[src/rtl/cap_ring_pkg.sv]
package cap_ring_pkg;
    typedef enum logic [1:0] {
        ST_IDLE = 2'd0,
        ST_CAPT = 2'd1,
        ST_DONE = 2'd2
    } cap_state_e;
endpackage

[src/rtl/cap_ring_pos.sv]
module cap_ring_pos #(
    parameter int CNT_W     = 16,
    parameter int GRP_LOG2  = 2,
    parameter int BYTE_LOG2 = 3
) (
    input  logic                 clk,
    input  logic                 rst_n,
    input  logic                 clear,
    input  logic                 run,
    output logic [BYTE_LOG2-1:0] sub_o,
    output logic [CNT_W-1:0]     addr_o,
    output logic                 grp_end,
    output logic                 byte_end
);
    typedef struct packed {
        logic [BYTE_LOG2-1:0] sub;
        logic [CNT_W-1:0]     addr;
    } pos_t;

    pos_t pos_d, pos_q;

    always_comb begin
        grp_end  = run && (&pos_q.sub[GRP_LOG2-1:0]);
        byte_end = run && (&pos_q.sub);
        pos_d    = pos_q;
        if (clear) begin
            pos_d = '0;
        end else if (run) begin
            pos_d.sub = pos_q.sub + 1'b1;
            if (grp_end) begin
                pos_d.addr = pos_q.addr + 1'b1;
            end
        end
    end

    always_ff @(posedge clk or negedge rst_n) begin
        if (!rst_n) pos_q <= '0;
        else        pos_q <= pos_d;
    end

    assign sub_o  = pos_q.sub;
    assign addr_o = pos_q.addr;
endmodule

[src/rtl/cap_post_down.sv]
module cap_post_down #(
    parameter int CNT_W = 16
) (
    input  logic             clk,
    input  logic             rst_n,
    input  logic             load,
    input  logic [CNT_W-1:0] load_val,
    input  logic             step,
    output logic             zero
);
    logic [CNT_W-1:0] cnt_d, cnt_q;

    always_comb begin
        zero  = (cnt_q == '0);
        cnt_d = cnt_q;
        if (load) begin
            cnt_d = load_val;
        end else if (step && !zero) begin
            cnt_d = cnt_q - 1'b1;
        end
    end

    always_ff @(posedge clk or negedge rst_n) begin
        if (!rst_n) cnt_q <= '0;
        else        cnt_q <= cnt_d;
    end
endmodule

[src/rtl/cap_ring_ctrl.sv]
module cap_ring_ctrl
    import cap_ring_pkg::*;
#(
    parameter int CNT_W     = 16,
    parameter int GRP_LOG2  = 2,
    parameter int BYTE_LOG2 = 3
) (
    input  logic             clk,
    input  logic             rst_n,
    input  logic             arm,
    input  logic             trig,
    input  logic [CNT_W-1:0] post_cnt,
    output logic             mem_cs_n,
    output logic             done,
    output logic [CNT_W-1:0] rd_start
);
    typedef struct packed {
        cap_state_e       st;
        logic             seen;
        logic [CNT_W-1:0] start;
    } ctl_t;

    ctl_t ctl_d, ctl_q;

    logic                 run;
    logic                 fire;
    logic                 halt;
    logic                 grp_end;
    logic                 byte_end;
    logic                 cnt_zero;
    logic [BYTE_LOG2-1:0] sub_w;
    logic [CNT_W-1:0]     addr_w;

    cap_ring_pos #(
        .CNT_W    (CNT_W),
        .GRP_LOG2 (GRP_LOG2),
        .BYTE_LOG2(BYTE_LOG2)
    ) u_pos (
        .clk     (clk),
        .rst_n   (rst_n),
        .clear   (arm),
        .run     (run),
        .sub_o   (sub_w),
        .addr_o  (addr_w),
        .grp_end (grp_end),
        .byte_end(byte_end)
    );

    cap_post_down #(
        .CNT_W(CNT_W)
    ) u_down (
        .clk     (clk),
        .rst_n   (rst_n),
        .load    (fire),
        .load_val(post_cnt),
        .step    (grp_end),
        .zero    (cnt_zero)
    );

    always_comb begin
        run   = (ctl_q.st == ST_CAPT) && !arm;
        fire  = run && !ctl_q.seen && trig;
        halt  = run && ctl_q.seen && cnt_zero && byte_end;
        ctl_d = ctl_q;
        if (arm) begin
            ctl_d.st   = ST_CAPT;
            ctl_d.seen = 1'b0;
        end else if (halt) begin
            ctl_d.st    = ST_DONE;
            ctl_d.start = addr_w + 1'b1;
        end else if (fire) begin
            ctl_d.seen = 1'b1;
        end
    end

    always_ff @(posedge clk or negedge rst_n) begin
        if (!rst_n) begin
            ctl_q.st    <= ST_IDLE;
            ctl_q.seen  <= 1'b0;
            ctl_q.start <= '0;
        end else begin
            ctl_q <= ctl_d;
        end
    end

    assign mem_cs_n = (ctl_q.st != ST_CAPT);
    assign done     = (ctl_q.st == ST_DONE);
    assign rd_start = ctl_q.start;
endmodule

[config.mk]
export PLATFORM = sky130hd
export DESIGN_NAME = cap_ring_ctrl
export DESIGN_NICKNAME = d
export VERILOG_FILES = /design/src/rtl/cap_ring_pkg.sv /design/src/rtl/cap_ring_pos.sv /design/src/rtl/cap_post_down.sv /design/src/rtl/cap_ring_ctrl.sv
export SDC_FILE = /design/constraint.sdc
export NUM_CORES = 1
export LEC_CHECK = 0
export CELL_PAD_IN_SITES_DETAIL_PLACEMENT = 0
export CELL_PAD_IN_SITES_GLOBAL_PLACEMENT = 1
export CORE_MARGIN = 5
export CORE_UTILIZATION = 39
export DETAILED_ROUTE_END_ITERATION = 6
export PLACE_DENSITY_LB_ADDON = 0.2
export REMOVE_ABC_BUFFERS = 1
export SYNTH_ARGS = -nofsm -noshare
export SYNTH_HDL_FRONTEND = slang
export SYNTH_SLANG_ARGS = --single-unit
[constraint.sdc]
create_clock -name clk -period 2.03 [get_ports clk]
set_input_delay 0.203 -clock clk [delete_from_list [all_inputs] [get_ports clk]]
set_output_delay 0.203 -clock clk [all_outputs]
set_load 0.1 [all_outputs]
# == Yosys cells after proc, flatten, opt, wreduce, memory -nomap -nowiden ==
# Index checks and enable logic that the tools add are counted.
# Widths: inputs -> output; s select.
# word_totals
elab_cells,46
inputBits,20
register_bits,54
out_inout_bits,18
# op_classes
n_addsub,3
bitwise_logic,1
muxes,9
eq_ne,4
reduce_logical,23
# op_table
cell,n
$mux 16,3
$mux 19,2
$add 16x1->16 const B,1
$logic_not 16->1,1
$sub 16x1->16 const B,1
$reduce_bool 2->1,5
$logic_and 1x1->1,9
$reduce_and 2->1,4
$add 3x1->3 const B,1
$logic_not 1->1,3
$mux 3,1
$reduce_and 3->1,1
$eq 2x1->1 const B,1
$eq 2x2->1 const B,1
$mux 1,2
$mux 2,1
$ne 2x1->1 const B,1
$ne 2x2->1 const B,1
$not 1->1,1

# == Logic depth before layout (Yosys ltp) ==
# depth
ltp_word,7
depth_mapped,7
depth_no_buf,7

# == Modules after synthesis ==
# From an unflattened synthesis, not the netlist that was laid out.
# hier_totals
hier_cells,343
area_unflattened_um2,3180.6
# by_module_without_submodules
module,area_each_um2,seq_area_each_um2,instances,cells_per_inst
cap_ring_ctrl,1131.1,475.5,1,122
cap_post_down,1046.0,400.4,1,124
cap_ring_pos,1003.5,475.5,1,97

# == Least setup slack after synthesis ==
# Ideal clock, no wire load.
# synth_timing
path_type,register -> register
startpoint,register u_down.cnt_q[6]
endpoint,register u_down.cnt_q[1]
stages_incl_launch_ff,6
arrival_ns,1.802
n_path_buf,0
period_less_slack_ns,1.927
setup_ns,0.125
required_ns,1.905
slack_ns,0.103
path_cell_list,dfrtp_1 or4_4 nor4_4 a21oi_2 mux2i_1 mux2_2
# synth_via
elab_chain_cells,4
# synth_rtl
element,line_no,text
from (decl),cap_post_down.sv:11,"logic [CNT_W-1:0] cnt_d, cnt_q;"
from (signal assigned),cap_post_down.sv:25,else cnt_q <= cnt_d;
$logic_not 16->1,cap_post_down.sv:14,zero = (cnt_q == '0);
$logic_not 1->1,cap_post_down.sv:18,end else if (step && !zero) begin
$logic_and 1x1->1,cap_post_down.sv:18,
$reduce_bool 2->1 (no source line),-,
# Every way passes these cells.
# A chain may end at the register's enable or synchronous reset.

# == Worst setup path after layout ==
# layout_timing
startpoint,register u_down.cnt_q[0]
endpoint,register u_down.cnt_q[12]
# layout_via
elab_chain_cells,4
elab_cells_between_ends,7
classes_between,1 x add/sub; 2 x mux; 4 x reduce/logical
# layout_rtl
element
"parallel branches: the longest is 4 deep, another holds $sub 16x1->16"
# Parallel ways; which one is timed is not known. The select of a mux whose other input is x is not followed.

==> results_dict.tcl <==
set metrics [dict create \
    path_class "reg2reg" \
    wirelength_um 6231 \
    synth_top_area_frac 0.4383 \
    r2r-start "u_down.cnt_q[0]$_DFFE_PN0P_" \
    syn-cell-area_mm2 0.003083 \
    arrival_ns 2.23 \
    yosysUniqueCellTypes 50 \
    clock.fmax_mhz 507.0 \
    fillCellCount 749 \
    grt_pass1_wl_um 10600 \
    setup_viol 0 \
    final_nets 399 \
    layout_common_cells "dfrtp_1, buf_4, nand2_1, nor2_1, xnor2_1" \
    crit_path_start_kind "flip-flop" \
    status "complete, no violations" \
    pwr_density_cell_mw_per_mm2 622.6 \
    r2r_end "u_down.cnt_q[12]$_DFFE_PN0P_" \
    final_max_slew_viol_count 0 \
    place.gp.congestion 0.7724 \
    clk_latency_ns 0.31 \
    period_share 0.9716 \
    setup_ws_ns 0.05763 \
    grt_overflow 0 \
    post_drt_wl_per_cell_um 13.04 \
    areaGrowthSynthToFinish_pct 23.13 \
    worstPathCellList "inv_1, ha_2, or4b_4, nor4_4, a31oi_1, a311oi_1, a21o_1" \
    grt_setup_unrepaired "yes" \
    dieWidth_um 98.91 \
    min_period_ns 1.972 \
    fin_skew_ns 0.01544 \
    drc 0 \
    r2r_slack_ns 0.06 \
    clkTransAtPathRegs_ns 0.11 \
    cts-root-buf "clkbuf_8" \
    netlist_instances 320 \
    io-pin-count 38 \
    dpl.cell_count 466 \
    core_area_mm2 0.007727 \
    cap_violations 0 \
    max_stage_delay_ns 0.49 \
    hpwl_um 4625 \
    row_count 32 \
    r2r_cells 7 \
    start_util 0.3990 \
    synth_warnings 0 \
    synth_area_leader_cell "dfrtp_1" \
    cts_sinks 54 \
    total_power_mw 2.363 \
    h-tree-depth 2 \
    cts_buffers 5 \
    cp-end-kind "flip-flop" \
    leakage_nw 1.567 \
    die_h_um 98.91 \
    synthFlopType "dfrtp_1" \
    slew_headroom 0.6026 \
    cts_tree "built" \
    dp_slack_ns 0.01849 \
    io_buffers 37 \
    ant_nets 0 \
    tightest_slew_ns 0.5962 \
    first_global_vias 2305 \
    avgSynthCellArea_um2 9.634 \
    irDropWorstVdd_mv 0.2972 \
    mostFrequentLayoutCell "dfrtp_1" \
    vias 2339 \
    drt-vias-per-instance 4.893 \
    firstDrtPassIters 4 \
    track_usage 0.1316 \
    required_ns 2.28 \
    first_iter_violations 82 \
    die_area_mm2 0.009783 \
    multi_input_area_mm2 0.001515 \
    seq_area_mm2 0.001351 \
    grt_max_degree 32 \
    clock_path_buffers 2 \
    critPathSlowestCell "or4b_4" \
    fin_cells 478 \
    synth_edf_count 0 \
    synth-seq-area-share 0.4383 \
    async_flop_share 1.000 \
    hold_class "in2async" \
    n_antenna_cell 0 \
    drive_above_1_share 0.2766 \
    netlist_top_cells_area "dfrtp_1, xnor2_1, nand2_1" \
    hold_violations 0 \
    ys_ff_latch 54 \
    cp_max_fo 4 \
    grt_antenna_before_repair 0 \
]
[worst max path at each step]
| stage | endpoint | cells past startpoint | startpoint |
|---|---|---|---|
| floorplan | rd_start[1]$_DFFE_PN0P_ | 4 | u_down.cnt_q[6]$_DFFE_PN0P_ |
| global placement | u_down.cnt_q[15]$_DFFE_PN0P_ | 5 | arm |
| detailed placement | u_down.cnt_q[15]$_DFFE_PN0P_ | 5 | arm |
| CTS | u_down.cnt_q[14]$_DFFE_PN0P_ | 7 | u_down.cnt_q[0]$_DFFE_PN0P_ |
| global route | u_down.cnt_q[12]$_DFFE_PN0P_ | 7 | u_down.cnt_q[0]$_DFFE_PN0P_ |
| finish | u_down.cnt_q[12]$_DFFE_PN0P_ | 7 | u_down.cnt_q[0]$_DFFE_PN0P_ |
[through the flow]
step             util  hold slack (ns)  cell area [um2]  TNS, ns
6_report       0.4913           0.4195             3796        0
5_1_grt        0.4913           0.4476             3796  -0.1207
4_1_cts        0.4880           0.4278             3771        0
3_5_place_dp   0.4725           0.2476             3651        0
3_3_place_gp   0.4725           0.2428             3651        0
2_1_floorplan       -         -0.09259             2883   -1.174
[logic make-up after synthesis]
family	after synthesis	synth area share
mux	3	0.01177
simple gates	137	0.2520
buf+inv	34	0.07102
flops	54	0.4383
xor+xnor	36	0.1023
fa+ha+maj	4	0.01623
compound gates	52	0.1084
[sequential cells by signal, indices dropped and copies added (netlist names)]
name / flops
rd_start: 16
u_down.cnt_q: 16
u_pos.addr_o: 16
ctl_q: 3
u_pos.sub_o: 3
[worst max-delay path, delay by kind of cell (launching register included)]
kind            cells  cell delay [ns]
buf+inv             1             0.06
compound gates      3             0.50
simple gates        2             0.80
flops               1             0.41
fa+ha+maj           1             0.16
[metal layers]
| layer | part of all wire | vias up | routed length, um | global-route usage |
|---|---|---|---|---|
| li1 | - | 1197 | - | - |
| met1 | 0.46 | 1108 | 2868 | 0.1675 |
| met2 | 0.50 | 32 | 3142 | 0.2309 |
| met3 | 0.028 | 2 | 177 | 0.01911 |
| met4 | 0.0066 | 0 | 41 | 0.03782 |
| met5 | 0 | - | 0 | 0 |
[cell usage after synthesis (all sizes together), types with 6 or more instances]
master	number
o21ai	29
nor3	8
nand3	11
nand2	45
nor2	31
xnor2	23
or3	6
clkbuf	9
nor4	12
xor2	13
a21oi	15
dfrtp	54
buf	20
[cell type report]
type | instances | share of cell area
well taps | 102 | 0.03362
inverters | 5 | 0.004944
repair buffers | 77 | 0.1773
multi-input cells | 232 | 0.3991
flip-flops and latches | 54 | 0.3560
clock inverters | 2 | 0.009888
clock buffers | 6 | 0.01912
[what timing repair did]
item | CTS | global route
endpoints found under the hold margin | 23 | 0
hold buffers | 1 | 0
gates resized for setup | 0 | 2
buffers inserted | 0 | 3
setup endpoints to repair | 0 | 5
[report_power, final]
part | switching, mW | total (mW) | internal, mW
logic | 0.207 | 0.438 | 0.230
registers | 0.0542 | 1.20 | 1.14
clock network | 0.359 | 0.728 | 0.369
Power figures use the tool's default switching activity.
